==> src/rtl/qas_pkg.sv <==
package qas_pkg;
  typedef enum logic [2:0] {
    ST_IDLE, ST_FETCH, ST_DECODE, ST_RD_A, ST_RD_B, ST_CALC, ST_WRITE, ST_HALT
  } st_e;

  typedef enum logic [1:0] {TG_NONE, TG_FETCH, TG_OPA, TG_OPB} tag_e;

  localparam int unsigned INSTR_WORDS = 5;
  localparam int unsigned FLD_OPC  = 0;
  localparam int unsigned FLD_RES  = 1;
  localparam int unsigned FLD_OPA  = 2;
  localparam int unsigned FLD_OPB  = 3;
  localparam int unsigned FLD_LINK = 4;

  localparam logic [7:0] OPC_ADD  = 8'h01;
  localparam logic [7:0] OPC_SUB  = 8'h02;
  localparam logic [7:0] OPC_HALT = 8'hFF;
endpackage

==> src/rtl/qas_tally.sv <==
module qas_tally #(
  parameter int CW = 4
) (
  input  logic          clk,
  input  logic          rst,
  input  logic          clr,
  input  logic          inc,
  output logic [CW-1:0] cnt_o,
  output logic [CW-1:0] nxt_o
);
  always_comb begin
    if (clr) nxt_o = inc ? CW'(1) : '0;
    else     nxt_o = cnt_o + CW'(inc);
  end

  always_ff @(posedge clk) begin
    if (rst) cnt_o <= '0;
    else     cnt_o <= nxt_o;
  end
endmodule

==> src/rtl/qas_alu.sv <==
module qas_alu #(
  parameter int DW = 24
) (
  input  logic [7:0]    opc,
  input  logic [DW-1:0] a,
  input  logic [DW-1:0] b,
  output logic [DW-1:0] y
);
  import qas_pkg::*;

  always_comb begin
    case (opc)
      OPC_SUB: y = a - b;
      default: y = a + b;
    endcase
  end
endmodule

==> src/rtl/quad_addr_seq.sv <==
module quad_addr_seq #(
  parameter int AW = 24,
  parameter int DW = 24,
  parameter int CW = 4
) (
  input  logic          clk,
  input  logic          rst,
  input  logic          start_i,
  input  logic [AW-1:0] entry_addr_i,
  output logic          mem_req_o,
  output logic          mem_we_o,
  output logic [AW-1:0] mem_addr_o,
  output logic [DW-1:0] mem_wdata_o,
  input  logic [DW-1:0] mem_rdata_i,
  output logic          busy_o,
  output logic          done_o,
  output logic          halted_o,
  output logic          illegal_o,
  output logic [CW-1:0] fetch_cnt_o,
  output logic [CW-1:0] exec_cnt_o,
  output logic [CW-1:0] total_cnt_o
);
  import qas_pkg::*;

  localparam int IW = $clog2(INSTR_WORDS);
  localparam logic [IW-1:0] LAST_IDX = IW'(INSTR_WORDS - 1);
  localparam int NCLS = 2;

  st_e           state_q;
  tag_e          tag_q, tag_d;
  logic [IW-1:0] fidx_q, tag_idx_q;
  logic [AW-1:0] base_q, res_q, opa_q, opb_q, link_q;
  logic [7:0]    opc_q;
  logic [DW-1:0] opa_val_q, result_q, alu_y;
  logic          done_q, halted_q, illegal_q;
  logic          is_arith, snap;
  logic [NCLS-1:0]   cls_inc;
  logic [CW-1:0]     cls_nxt [NCLS];

  assign is_arith = (opc_q == OPC_ADD) || (opc_q == OPC_SUB);

  // Memory access decode: one access per cycle, driven from state
  always_comb begin
    mem_req_o   = 1'b0;
    mem_we_o    = 1'b0;
    mem_addr_o  = '0;
    mem_wdata_o = '0;
    tag_d       = TG_NONE;
    case (state_q)
      ST_FETCH: begin
        mem_req_o  = 1'b1;
        mem_addr_o = base_q + AW'(fidx_q);
        tag_d      = TG_FETCH;
      end
      ST_RD_A: begin
        mem_req_o  = 1'b1;
        mem_addr_o = opa_q;
        tag_d      = TG_OPA;
      end
      ST_RD_B: begin
        mem_req_o  = 1'b1;
        mem_addr_o = opb_q;
        tag_d      = TG_OPB;
      end
      ST_WRITE: begin
        mem_req_o   = 1'b1;
        mem_we_o    = 1'b1;
        mem_addr_o  = res_q;
        mem_wdata_o = result_q;
      end
      default: ;
    endcase
  end

  qas_alu #(.DW(DW)) u_alu (
    .opc (opc_q),
    .a   (opa_val_q),
    .b   (mem_rdata_i),
    .y   (alu_y)
  );

  // Control sequence
  always_ff @(posedge clk) begin
    if (rst) begin
      state_q   <= ST_IDLE;
      fidx_q    <= '0;
      base_q    <= '0;
      halted_q  <= 1'b0;
      illegal_q <= 1'b0;
      done_q    <= 1'b0;
    end else begin
      done_q <= (state_q == ST_WRITE);
      case (state_q)
        ST_IDLE, ST_HALT: begin
          if (start_i) begin
            state_q   <= ST_FETCH;
            base_q    <= entry_addr_i;
            fidx_q    <= '0;
            halted_q  <= 1'b0;
            illegal_q <= 1'b0;
          end
        end
        ST_FETCH: begin
          fidx_q <= fidx_q + 1'b1;
          if (fidx_q == LAST_IDX) state_q <= ST_DECODE;
        end
        ST_DECODE: begin
          if (is_arith) begin
            state_q <= ST_RD_A;
          end else begin
            state_q   <= ST_HALT;
            halted_q  <= 1'b1;
            illegal_q <= (opc_q != OPC_HALT);
          end
        end
        ST_RD_A: state_q <= ST_RD_B;
        ST_RD_B: state_q <= ST_CALC;
        ST_CALC: state_q <= ST_WRITE;
        ST_WRITE: begin
          state_q <= ST_FETCH;
          base_q  <= link_q;
          fidx_q  <= '0;
        end
        default: state_q <= ST_IDLE;
      endcase
    end
  end

  // Capture of returning read data, one cycle after issue
  always_ff @(posedge clk) begin
    if (rst) begin
      tag_q     <= TG_NONE;
      tag_idx_q <= '0;
      opc_q     <= '0;
      res_q     <= '0;
      opa_q     <= '0;
      opb_q     <= '0;
      link_q    <= '0;
      opa_val_q <= '0;
      result_q  <= '0;
    end else begin
      tag_q     <= tag_d;
      tag_idx_q <= fidx_q;
      case (tag_q)
        TG_FETCH: begin
          case (tag_idx_q)
            IW'(FLD_OPC):  opc_q  <= mem_rdata_i[7:0];
            IW'(FLD_RES):  res_q  <= mem_rdata_i[AW-1:0];
            IW'(FLD_OPA):  opa_q  <= mem_rdata_i[AW-1:0];
            IW'(FLD_OPB):  opb_q  <= mem_rdata_i[AW-1:0];
            IW'(FLD_LINK): link_q <= mem_rdata_i[AW-1:0];
            default: ;
          endcase
        end
        TG_OPA: opa_val_q <= mem_rdata_i;
        TG_OPB: result_q  <= alu_y;
        default: ;
      endcase
    end
  end

  // Access tallies: class 0 = fetch, class 1 = execute
  assign cls_inc[0] = mem_req_o && (state_q == ST_FETCH);
  assign cls_inc[1] = mem_req_o && (state_q != ST_FETCH);

  generate
    for (genvar g = 0; g < NCLS; g++) begin : g_tally
      logic [CW-1:0] cnt_unused;
      qas_tally #(.CW(CW)) u_tally (
        .clk   (clk),
        .rst   (rst),
        .clr   ((state_q == ST_FETCH) && (fidx_q == '0)),
        .inc   (cls_inc[g]),
        .cnt_o (cnt_unused),
        .nxt_o (cls_nxt[g])
      );
    end
  endgenerate

  assign snap = (state_q == ST_WRITE) || ((state_q == ST_DECODE) && !is_arith);

  always_ff @(posedge clk) begin
    if (rst) begin
      fetch_cnt_o <= '0;
      exec_cnt_o  <= '0;
      total_cnt_o <= '0;
    end else if (snap) begin
      fetch_cnt_o <= cls_nxt[0];
      exec_cnt_o  <= cls_nxt[1];
      total_cnt_o <= cls_nxt[0] + cls_nxt[1];
    end
  end

  assign busy_o    = (state_q != ST_IDLE) && (state_q != ST_HALT);
  assign done_o    = done_q | halted_q;
  assign halted_o  = halted_q;
  assign illegal_o = illegal_q;
endmodule

==> config.mk <==
export PLATFORM = sky130hd
export DESIGN_NAME = quad_addr_seq
export DESIGN_NICKNAME = d
export VERILOG_FILES = /design/src/rtl/qas_pkg.sv /design/src/rtl/qas_tally.sv /design/src/rtl/qas_alu.sv /design/src/rtl/quad_addr_seq.sv
export SDC_FILE = /design/constraint.sdc
export NUM_CORES = 1
export LEC_CHECK = 0
export CORE_ASPECT_RATIO = 1.2
export CORE_MARGIN = 3
export CORE_UTILIZATION = 46
export CTS_BUF_LIST = sky130_fd_sc_hd__clkbuf_4
export DETAILED_ROUTE_END_ITERATION = 6
export DONT_BUFFER_PORTS = 1
export MAX_ROUTING_LAYER = met4
export PLACE_DENSITY = 0.7
export SETUP_SLACK_MARGIN = 0.1
export SYNTH_ARGS = -nofsm -noshare
export SYNTH_HDL_FRONTEND = slang
export SYNTH_SLANG_ARGS = --single-unit
==> constraint.sdc <==
create_clock -name clk -period 5.1 [get_ports clk]
set_input_delay 0.255 -clock clk [delete_from_list [all_inputs] [get_ports clk]]
set_output_delay 0.255 -clock clk [all_outputs]
set_load 0.1 [all_outputs]
==> impl_metrics.py <==
metrics = {
    "synthesis": {
        "yosysSeqAreaShare": 0.387,
        "netlist_area_um2": 10900,
        "synth_top_area_share": 0.387,
        "synthTopCellsByArea": "dfxtp_1 (39%), nand2_1 (12%), a21oi_1 (8.7%)",
        "synth.distinct_cells": 58,
        "synthArstFlopShare": 0,
        "synth_edf_count": 0,
        "synth-seq-cells": 210,
        "yosysWarnings": 0,
        "netlist_instances": 1401,
        "yosysTopAreaCell": "dfxtp_1",
        "syn-num-nets": 1493,
        "synth_area_per_cell_um2": 7.76,
        "yosys_most_used_dff": "dfxtp_1",
    },
    "global_route": {
        "grt_overflow_total": 0,
        "grt_pass1_wl_um": 49400,
        "grtUsageTotal": 0.239,
        "antenna_found_initial": 1,
        "first_global_vias": 9508,
        "grt_max_degree": 204,
    },
    "critical_path": {
        "worstPathMaxFanout": 4,
        "worstPathRequired_ps": 4850,
        "slowest_delay_ps": 930,
        "path_buf_inv": 1,
        "cp_top_family": "compound AO/OA/AOI/OAI gates",
        "cp-end-kind": "primary output",
        "critPathKind": "flop to primary output",
        "cp_slowest_cell": "o22ai_2",
        "worstPathCellList": "ha_1 -> inv_1 -> fa_1 -> nand2b_1 -> a211oi_1 -> nand4_1 -> xor2_1 -> nor2_1 -> a21oi_1 -> o22ai_2",
        "cp-start-kind": "flop",
        "critPathArrivalTime_ps": 3790,
    },
    "timing": {
        "finClkSkew_ps": 46.1,
        "grt_setup_unrepaired": "false",
        "worst_pin_slew_ps": 1210,
        "relSlewSlack": 0.189,
        "final_hold_viol_count": 0,
        "whs_ps": 55.7,
        "fmax_mhz": 247,
        "period_share": 0.794,
        "finalSetupViolations": 0,
        "slew_violations": 0,
        "setup_tns_ps": 0,
        "period_minus_slack_ps": 4050,
    },
    "floorplan": {
        "rows": 61,
        "core_um2": 23200,
        "fp.dieW_um": 146,
        "start_util": 0.469,
        "dieArea_um2": 25500,
        "die_h_um": 174,
        "ioPinCount": 117,
    },
    "detailed_routing": {
        "finalWirelength_um": 30100,
        "vias": 9823,
        "drc_errors": 0,
        "wl_per_cell_um": 17.0,
        "ant_nets": 0,
        "first_iter_violations": 707,
        "via_per_inst": 5.56,
        "drt_first_pass_iters": 5,
    },
    "run_status": {
        "status": "finished, final reports clean",
    },
    "layout": {
        "final_cell_area_um2": 12400,
        "fin_nets": 1509,
        "drive_above_1_share": 0.106,
        "fin_cells": 1768,
        "syn2layout_area_growth_pct": 13.7,
    },
    "job": {
        "drv_cap": 0,
    },
    "clock_network": {
        "htreeDepth": 2,
        "root_buffer": "clkbuf_4",
        "path_clk_slew_ps": 60,
        "ctsHoldBuffers": 51,
        "clk-insertion-delay-late_ps": 680,
        "post-cts-setup-buffers": 0,
        "cts-resized-gates": 0,
        "cts_tree": "yes",
        "clock-sinks": 210,
        "cts_buffer_depth": 3,
        "cts_buffers": 53,
    },
    "placement": {
        "place_area_um2": 11200,
        "numPortBuffers": 0,
        "post-dp-hpwl_um": 19900,
        "placed_cells": 1626,
        "place_congestion": 0.883,
    },
    "power_and_ir_drop": {
        "p_leak_nw": 4.72,
        "vdd_drop_max_v": 0.000198,
        "powerDensity_nw_per_um2": 380,
    },
    "min_path": {
        "hold_path.class": "input port to flop",
    },
}
## worst reg2reg max path, cell delays in order, from the launching register on
cell      delay, ps
dfxtp_2         810
inv_1           260
nand2_1         120
buf_4           360
inv_1           170
a21oi_1         150
ha_1            200
ha_1            230
nor2b_1         190
ha_1            360
a21o_1          160
a21oi_1         160
xnor2_1          90
a211oi_1        210
## Yosys cell counts (all sizes together) (3+ instances only)
library cell	count
buf	16
nand2b	8
nor3	18
o22ai	7
mux2i	51
dfxtp	210
fa	3
a21oi	188
nor2b	13
a211oi	37
a21o	14
o221ai	19
inv	19
and4	4
o21a	3
ha	38
or2	6
xor2	32
nand4	15
a31oi	11
and3	33
nand4b	3
xnor2	40
o21ai	19
clkbuf	102
a221oi	3
nand2	335
o31ai	5
nor4	3
a22o	10
nor2	89
nand3	25
## path summary, 6_finish.rpt
kind,end,cells past startpoint,slack [ps],from
max,mem_addr_o[12],10,1050,fidx_q[0]
min,result_q[18],2,60,rst
max reg2reg,total_cnt_o[3],13,1540,state_q[1]
min reg2reg,result_q[3],2,450,result_q[3]
## cell families (layout without fill, tap and decap cells)
family / after synthesis / count (layout) / share of synthesized area
AOI/OAI and AO/OA: 330 / 330 / 0.185
xor gates and xnor gates: 72 / 72 / 0.0580
adders and majority gates: 41 / 41 / 0.0492
buffers and inverters: 137 / 188 / 0.0489
DFF: 210 / 210 / 0.387
muxes: 51 / 51 / 0.0469
other: 0 / 1 / 0
and+or+nand+nor: 560 / 560 / 0.226
## stage by stage
stage	power (W)	utilization	setup slack, ps
floorplan	0.00301	-	1370
global placement	0.00324	0.482	1510
detailed placement	0.00326	0.482	1580
CTS	0.00473	0.533	1020
global route	0.00497	0.533	829
finish	0.00470	0.533	1050
## flip-flops by register name, summed over array words and instances (netlist names)
name / count
fidx_q: 3
tag_q: 2
exec_cnt_o: 4
halted_o: 1
base_q: 24
opc_q: 8
g_tally.u_tally.cnt_o: 8
illegal_o: 1
res_q: 24
opa_q: 24
link_q: 24
state_q: 3
fetch_cnt_o: 4
tag_idx_q: 3
done_q: 1
opb_q: 24
opa_val_q: 24
result_q: 24
total_cnt_o: 4
## report_power, final
group          internal (W)  switching [W]  leakage [nW]  total (W)
combinational      0.000439       0.000927          2.64    0.00137
sequential          0.00174       0.000205          1.70    0.00194
clock              0.000718       0.000675         0.382    0.00139
## layer usage
metal,GRT usage,part of all wire
met2,0.375,0.46
met1,0.309,0.44
met4,0.0863,0.029
met3,0.0433,0.065
met5,-,0
## final cells by class
| cell class | count | area (µm²) |
|---|---|---|
| diodes | 1 | 2.50 |
| clock buffers | 74 | 556 |
| clock inverters | 16 | 97.6 |
| fillers | 2257 | 10800 |
| inverters | 19 | 71.3 |
| multi-input cells | 1054 | 6310 |
| flip-flops and latches | 210 | 4210 |
| well taps | 315 | 394 |
| repair buffers | 79 | 738 |
## cell usage in the layout, fill, tap and decap left out, types with 6 or more instances in the layout
cell,netlist,layout
nand3_1,25,25
inv_1,19,19
a31oi_1,11,11
nand2_1,335,334
ha_1,38,38
a21o_1,14,14
dlygate4sd3_1,0,50
o221ai_2,1,19
and3_1,33,33
xor2_1,32,32
clkinv_1,0,10
nor2_1,88,86
buf_4,0,28
a22o_1,10,10
clkbuf_4,0,74
nand2b_1,7,6
a21oi_1,188,188
a211oi_1,36,36
mux2i_1,51,51
dfxtp_1,210,209
nor3_1,15,15
nand4_1,14,14
o21ai_0,18,17
xnor2_1,40,40
nor2b_1,13,13
Note: power is estimated with default switching activity, not from simulation.
